[src/rtl/mf2fx_pkg.sv]
package mf2fx_pkg;
   localparam int DEF_EXP_W  = 4;
   localparam int DEF_FRAC_W = 8;
   localparam int DEF_BIAS   = 8;

   // width of the unsigned magnitude after the widest shift
   function automatic int mag_width(input int exp_w, input int frac_w);
      return frac_w + 1 + (2 ** exp_w) - 1;
   endfunction

   typedef enum logic { SHIFT_LOG = 1'b0, SHIFT_DIRECT = 1'b1 } shift_style_e;
endpackage

[src/rtl/mf2fx_unpack.sv]
module mf2fx_unpack #(
   parameter int EXP_W  = 4,
   parameter int FRAC_W = 8,
   localparam int WORD_W = 1 + EXP_W + FRAC_W
) (
   input  logic [WORD_W-1:0]  word,
   output logic               sign,
   output logic [EXP_W-1:0]   expo,
   output logic [FRAC_W:0]    signif,
   output logic               is_max,
   output logic               is_min
);
   assign sign   = word[WORD_W-1];
   assign expo   = word[WORD_W-2 -: EXP_W];
   assign signif = {1'b1, word[FRAC_W-1:0]};
   assign is_max = (&expo) && (&word[FRAC_W-1:0]);
   assign is_min = (expo == '0) && (word[FRAC_W-1:0] == '0);
endmodule

[src/rtl/mf2fx_shift.sv]
module mf2fx_shift
   import mf2fx_pkg::*;
#(
   parameter int           EXP_W  = 4,
   parameter int           FRAC_W = 8,
   parameter shift_style_e STYLE  = SHIFT_LOG,
   localparam int SIG_W = FRAC_W + 1,
   localparam int MAG_W = mag_width(EXP_W, FRAC_W)
) (
   input  logic [SIG_W-1:0] signif,
   input  logic [EXP_W-1:0] amount,
   output logic [MAG_W-1:0] mag
);
   logic [MAG_W-1:0] base;
   assign base = {{(MAG_W-SIG_W){1'b0}}, signif};

   generate
      if (STYLE == SHIFT_LOG) begin : g_log
         logic [MAG_W-1:0] stg [0:EXP_W];
         assign stg[0] = base;
         for (genvar i = 0; i < EXP_W; i++) begin : g_stage
            assign stg[i+1] = amount[i] ? (stg[i] << (1 << i)) : stg[i];
         end
         assign mag = stg[EXP_W];
      end else begin : g_direct
         assign mag = base << amount;
      end
   endgenerate
endmodule

[src/rtl/mf2fx_sign.sv]
module mf2fx_sign #(
   parameter int MAG_W = 24,
   localparam int OUT_W = MAG_W + 1
) (
   input  logic             neg,
   input  logic [MAG_W-1:0] mag,
   output logic [OUT_W-1:0] fix
);
   logic [OUT_W-1:0] ext;
   assign ext = {1'b0, mag};
   assign fix = neg ? (~ext + OUT_W'(1)) : ext;
endmodule

[src/rtl/mf2fx_top.sv]
module mf2fx_top
   import mf2fx_pkg::*;
#(
   parameter int           EXP_W  = DEF_EXP_W,
   parameter int           FRAC_W = DEF_FRAC_W,
   parameter int           BIAS   = DEF_BIAS,
   parameter shift_style_e STYLE  = SHIFT_LOG,
   localparam int WORD_W    = 1 + EXP_W + FRAC_W,
   localparam int MAG_W     = mag_width(EXP_W, FRAC_W),
   localparam int OUT_W     = MAG_W + 1,
   localparam int FIX_FRAC  = BIAS + FRAC_W
) (
   input  logic              clk,
   input  logic              rst,
   input  logic              in_valid,
   input  logic [12:0]       in_word,
   output logic              out_valid,
   output logic [24:0]       out_fix,
   output logic              out_max,
   output logic              out_min
);
   // elaboration checks on the parameter set
   generate
      if (EXP_W < 1 || EXP_W > 5) begin : g_bad_exp
         $error("EXP_W out of supported range");
      end
      if (FRAC_W < 1) begin : g_bad_frac
         $error("FRAC_W must be positive");
      end
      if (BIAS < 0 || BIAS > (2 ** EXP_W) - 1) begin : g_bad_bias
         $error("BIAS must lie within the exponent field range");
      end
      if (WORD_W != 13 || OUT_W != 25 || FIX_FRAC != 16) begin : g_bad_ports
         $error("parameters do not match the port widths");
      end
   endgenerate

   logic               f_sign;
   logic [EXP_W-1:0]   f_exp;
   logic [FRAC_W:0]    f_sig;
   logic               f_max;
   logic               f_min;
   logic [MAG_W-1:0]   f_mag;
   logic [OUT_W-1:0]   f_fix;

   mf2fx_unpack #(.EXP_W(EXP_W), .FRAC_W(FRAC_W)) u_unpack (
      .word   (in_word),
      .sign   (f_sign),
      .expo   (f_exp),
      .signif (f_sig),
      .is_max (f_max),
      .is_min (f_min)
   );

   mf2fx_shift #(.EXP_W(EXP_W), .FRAC_W(FRAC_W), .STYLE(STYLE)) u_shift (
      .signif (f_sig),
      .amount (f_exp),
      .mag    (f_mag)
   );

   mf2fx_sign #(.MAG_W(MAG_W)) u_sign (
      .neg (f_sign),
      .mag (f_mag),
      .fix (f_fix)
   );

   always_ff @(posedge clk or posedge rst) begin
      if (rst) begin
         out_valid <= 1'b0;
         out_fix   <= '0;
         out_max   <= 1'b0;
         out_min   <= 1'b0;
      end else begin
         out_valid <= in_valid;
         if (in_valid) begin
            out_fix <= f_fix;
            out_max <= f_max;
            out_min <= f_min;
         end
      end
   end

   AST_VALID_RISE: assert property (@(posedge clk) disable iff (rst)
      in_valid |=> out_valid);
   AST_VALID_DROP: assert property (@(posedge clk) disable iff (rst)
      !in_valid |=> !out_valid);
   AST_HOLD_DATA: assert property (@(posedge clk) disable iff (rst)
      !in_valid |=> ($stable(out_fix) && $stable(out_max) && $stable(out_min)));
   AST_SIGN_BIT: assert property (@(posedge clk) disable iff (rst)
      in_valid |=> (out_fix[OUT_W-1] == $past(in_word[WORD_W-1])));
   AST_NEVER_ZERO: assert property (@(posedge clk) disable iff (rst)
      out_valid |-> (out_fix != '0));
   AST_FLAGS_APART: assert property (@(posedge clk) disable iff (rst)
      !(out_max && out_min));
   AST_MIN_VALUE: assert property (@(posedge clk) disable iff (rst)
      (out_valid && out_min) |-> (out_fix == 25'd256 || out_fix == -25'sd256));
endmodule

[config.mk]
export PLATFORM = sky130hd
export DESIGN_NAME = mf2fx_top
export DESIGN_NICKNAME = d
export VERILOG_FILES = /design/src/rtl/mf2fx_pkg.sv /design/src/rtl/mf2fx_unpack.sv /design/src/rtl/mf2fx_shift.sv /design/src/rtl/mf2fx_sign.sv /design/src/rtl/mf2fx_top.sv
export SDC_FILE = /design/constraint.sdc
export NUM_CORES = 1
export LEC_CHECK = 0
export BUFFER_PORTS_ARGS = -buffer_cell sky130_fd_sc_hd__buf_2
export CAP_MARGIN = 10
export CORE_AREA = 5 5 73 75
export CTS_CLUSTER_SIZE = 14
export DETAILED_ROUTE_END_ITERATION = 10
export DIE_AREA = 0 0 78 80
export PLACE_DENSITY_LB_ADDON = 0.05
export SLEW_MARGIN = 10
export SYNTH_ARGS = -nofsm -noshare
export SYNTH_HDL_FRONTEND = slang
export SYNTH_SLANG_ARGS = --single-unit
[constraint.sdc]
create_clock -name clk -period 1 [get_ports clk]
set_input_delay 0.25 -clock clk [delete_from_list [all_inputs] [get_ports clk]]
set_output_delay 0.25 -clock clk [all_outputs]
set_load 0.01 [all_outputs]
==> impl_metrics.csv, run 1 <==
group,metric,value,unit
outcome,status,"stopped before the end",
outcome,haltStage,"global routing (5_1_grt)",
outcome,tool.error,"[ERROR DPL-0038] Utilization greater than 100%, impossible to legalize",
logic_synthesis,syn-num-nets,325,
logic_synthesis,avgSynthCellArea,8.24,sq um
timing,worst_endpoint,"out_fix[22]$_DFFE_PP0P_/D",
placement,place.gp.congestion,0.952,
logic_synthesis,yosysWarnings,0,
logic_synthesis,synth.distinct_cells,62,
logic_synthesis,synth_edf_count,0,
logic_synthesis,ys_ff_latch,28,
logic_synthesis,synth_top_area_cell,"dfrtp_1",
logic_synthesis,synth_top_area_share,27.6,%
logic_synthesis,syn_inst,308,
floorplanning,rows,25,
cts,htreeDepth,1,
timing,worst_path_end_type,"register data pin",
floorplanning,initial_core_util,55.2,%
logic_synthesis,yosysSeqAreaShare,27.6,%
logic_synthesis,synthArstFlopShare,100,%
logic_synthesis,synth_flop_cell,"dfrtp_1",
cts,cts_root_buf,"clkbuf_8",
floorplanning,ioPinCount,44,
placement,port_buffers,43,
logic_synthesis,synth_area_leaders,"dfrtp_1 28%, mux2_2 5.3%, nor2_1 4.4%, xnor2_1 3.8%, nand2_1 3.5%",
placement,placed_area,3720,sq um
cts,cts_buffers,3,
cts,clock_sinks,28,
placement,dp_hpwl,6.72,mm
cts,clockBufferDepth,2,
logic_synthesis,syn-cell-area,2540,sq um
floorplanning,die_w,78,um
global_route,grt_max_degree,29,
floorplanning,die_h,80,um
[through the flow]
| stage | util, % | worst slack [ps] | setup TNS, ps | instances |
|---|---|---|---|---|
| after CTS | 94.6 | -1520 | -29220 | 528 |
| after detailed placement | 81.0 | -1960 | -37880 | 493 |
| after global placement | 81.0 | -1870 | -36580 | 493 |
| after floorplan | - | -1720 | -28420 | 308 |
[what timing repair did]
item	4_1_cts
hold buffers	1
hold endpoints to repair	28
setup buffers	31
pin swaps	49
gates resized for setup	73
endpoints found under the setup margin	54
[cell usage after synthesis (4+ instances only)]
cell type	n
nor2_1	30
dfrtp_1	28
nand2_1	24
clkbuf_1	18
a21oi_1	15
o21ai_0	14
mux2_2	12
inv_1	11
nand3_1	11
xnor2_1	11
o22ai_1	9
nand2b_1	8
o211ai_1	8
mux2i_1	6
nor2b_1	6
nor3_1	6
nand4_1	5
nor3b_1	5
or3_1	5
a211oi_1	4
buf_6	4
or4_1	4
xor2_1	4
[cells by family after synthesis]
| kind of cell | Yosys count | share of synthesized area [%] |
|---|---|---|
| adder cells (fa/ha/maj) | 1 | 0.493 |
| buffers and inverters | 36 | 6.60 |
| AND/OR/NAND/NOR | 118 | 24.6 |
| AO/OA/AOI/OAI | 86 | 24.2 |
| multiplexers | 24 | 11.4 |
| XOR/XNOR | 15 | 5.17 |
| flip-flops | 28 | 27.6 |
==> run 2: changes to the inputs <==
CORE_AREA = 5 5 86 88   (was 5 5 73 75)
CTS_CLUSTER_SIZE = not set   (was 14)
DIE_AREA = 0 0 91 93   (was 0 0 78 80)
PLACE_DENSITY_LB_ADDON = 0.15   (was 0.05)
==> run 2 against run 1 <==
  * The flow now finishes, with violations (negative setup slack)
  * Synthesized cell count is the same
  * Synthesized area is the same
==> impl_metrics.csv, run 2 <==
group,metric,value,unit
global_route,grt-ovfl-total,0,
worst_setup_path,required,1210,ps
logic_synthesis,synth_edf_count,0,
logic_synthesis,ys_top_cells_by_count,"30 x nor2_1, 28 x dfrtp_1, 24 x nand2_1",
logic_synthesis,yosysWarnings,0,
timing,setup_viol,53,
timing,worst_slack,-1440,ps
drt,vias,3088,
timing,worst_slew_pin_slew,433,ps
floorplanning,die_h,93,um
logic_synthesis,avgSynthCellArea,8.24,sq um
cts,cts.clk_slew.worst_paths,110,ps
logic_synthesis,synth_most_common_cell,"nor2_1",
final_layout,final_common_cell,"buf_4",
timing,relSlewSlack,70.9,%
outcome,violations,"negative setup slack",
final_layout,drive_gt1_share,55.8,%
floorplanning,core,6570,sq um
worst_setup_path,r2r_cells,4,
drt,ant_nets,0,
timing,finalHoldViolCount,0,
placement,dp_hpwl,7.13,mm
final_layout,largest-register,"out_fix",
floorplanning,initial_core_util,38.6,%
cts,htreeDepth,1,
pwr,power_leakage,2.09,nW
worst_setup_path,r2r_slack,-70,ps
drt,wl,9.55,mm
floorplanning,ioPinCount,44,
pwr,switching_share,33.9,%
timing,max_freq,0.409,GHz
floorplanning,dieArea,8460,sq um
global_route,antenna_found_initial,0,
placement,place.gp.congestion,0.880,
cts,cts_buffers,3,
logic_synthesis,syn_inst,308,
global_route,grt_max_degree,29,
worst_setup_path,cp_max_fo,7,
final_layout,most-common-layout-cells,"135 x buf_4, 37 x buf_2, 29 x nor2_1",
timing,fin_tns_setup,-26840,ps
cts,clk_latency,280,ps
timing,finalCritPeriodShare,244,%
timing,drv_slew,0,
worst_setup_path,cp-endpoint,"out_fix[19]$_DFFE_PP0P_",
final_layout,largest_reg_flops,25,
timing,skew,0,ps
floorplanning,rows,30,
drt,dr.pass1.iters,4,
final_layout,final_area,4500,sq um
pwr,internal-power,3.14,mW
pwr,power_switching,1.61,mW
final_layout,n_fill_cell,552,
floorplanning,die_w,91,um
logic_synthesis,synth.distinct_cells,62,
logic_synthesis,synth_top_area_share,27.6,%
job,drv_cap,0,
placement,port_buffers,43,
placement,place_inst,523,
logic_synthesis,synth_flop_cell,"dfrtp_1",
worst_setup_path,critPathLaunch,"in_word[8]",
timing,fin_crit,2440,ps
worst_setup_path,start_kind,"input port",
worst_setup_path,endpoint_kind,"register",
logic_synthesis,yosysSeqAreaShare,27.6,%
pwr,p_seq_share,28.7,%
logic_synthesis,ys_ff_latch,28,
drt,post-route-drc-count,0,
worst_setup_path,crit_arrival,2650,ps
outcome,status,"finished with violations",
global_route,grt_pass1_vias,3029,
worst_hold_path,hold_class,"input port to register",
timing,rsz0062_at_grt,"yes",
cts,cts_tree,"built",
worst_setup_path,timing.rr.end,"out_fix[21]$_DFFE_PP0P_",
global_route,grt_pass1_wl,14.9,mm
pwr,total_power,4.75,mW
placement,placed_area,3750,sq um
pwr,comb_power_share,51.7,%
worst_setup_path,reg2reg_from,"out_fix[21]$_DFFE_PP0P_",
pwr,p_clk_share,19.6,%
logic_synthesis,synth_area_leaders,"dfrtp_1 28%, mux2_2 5.3%, nor2_1 4.4%, xnor2_1 3.8%, nand2_1 3.5%",
cts,cts_root_buf,"clkbuf_8",
worst_setup_path,critPathKind,"input port to register",
pwr,power_density,1060,nW/um^2
cts,clock_sinks,28,
drt,routed_via_density,5.48,
logic_synthesis,syn-cell-area,2540,sq um
final_layout,area_growth,77.4,%
drt,drt_iter0_drc,132,
logic_synthesis,synthArstFlopShare,100,%
final_layout,n_antenna_cell,0,
final_layout,nets,502,
final_layout,utilization,68.6,%
global_route,grt_use_total,21.5,%
final_layout,instances_no_fill,564,
logic_synthesis,syn-num-nets,325,
logic_synthesis,synth_top_area_cell,"dfrtp_1",
cts,clockBufferDepth,2,
drt,routedWlPerCell,16.9,um
pwr,ir_drop,692,uV
## run 2: cell counts after synthesis
Identical to the previous run, type by type.
## run 2: layout make-up
class / instances / area (sq um) / share of cell area [%]
clock buffers: 3 / 41.3 / 0.917
clock inverters: 1 / 30.0 / 0.667
inverters: 11 / 48.8 / 1.08
multi-input cells: 244 / 2060 / 45.8
flip-flops and latches: 28 / 701 / 15.6
well taps: 80 / 100 / 2.22
repair buffers: 197 / 1520 / 33.8
## run 2: through the flow
| stage | setup WS (ps) | hold WS (ps) |
|---|---|---|
| after floorplan | -1720 | 281 |
| after global placement | -1900 | 287 |
| after detailed placement | -1920 | 294 |
| after CTS | -1430 | 379 |
| after global routing | -1530 | 381 |
| final | -1440 | 380 |
## run 2: worst max-delay path: stages
cell and delay [ps]:
buf_12 110, buf_4 130, mux2_4 330, a221oi_4 330, o22ai_2 130, or4b_4 550, or2_4 250, or4b_1 460
o211ai_1 100
## run 2: cell families after synthesis
logic type | count (synthesis) | synth area share (%)
AO/OA/AOI/OAI | 86 | 24.2
XOR/XNOR | 15 | 5.17
adder cells (fa/ha/maj) | 1 | 0.493
buffers and inverters | 36 | 6.60
flip-flops | 28 | 27.6
multiplexers | 24 | 11.4
AND/OR/NAND/NOR | 118 | 24.6
## run 2: metal layers
metal	vias up	wire, um	GRT usage (%)
li1	1505	-	-
met1	1484	3980	26.3
met2	78	5000	39.6
met3	21	306	2.33
met4	0	260	5.75
met5	-	0	0
## run 2: power by group through the flow
| stage | sequential [mW] | combinational [mW] | clock (mW) |
|---|---|---|---|
| after floorplan | 1.46 | 0.966 | 0 |
| after global placement | 1.38 | 1.89 | 0 |
| after detailed placement | 1.38 | 1.91 | 0 |
| after CTS | 1.36 | 2.17 | 0.935 |
| after global routing | 1.39 | 2.63 | 1.01 |
| final | 1.37 | 2.46 | 0.932 |
## run 2: repair_timing
action,CTS,global route
buffers inserted,16,20
hold endpoints to repair,28,0
pin swaps,18,13
gates resized for setup,56,32
hold buffers,1,0
endpoints found under the setup margin,54,53
## run 2: worst min-delay path by stage
stage,from,to,depth (start not counted)
2_1_floorplan,in_valid,out_valid$_DFF_PP0_,0
3_3_place_gp,rst,out_fix[12]$_DFFE_PP0P_,3
3_5_place_dp,rst,out_fix[14]$_DFFE_PP0P_,3
4_1_cts,in_valid,out_valid$_DFF_PP0_,2
5_1_grt,in_valid,out_valid$_DFF_PP0_,2
6_report,in_valid,out_valid$_DFF_PP0_,2
Note: power is estimated with default switching activity, not from simulation.
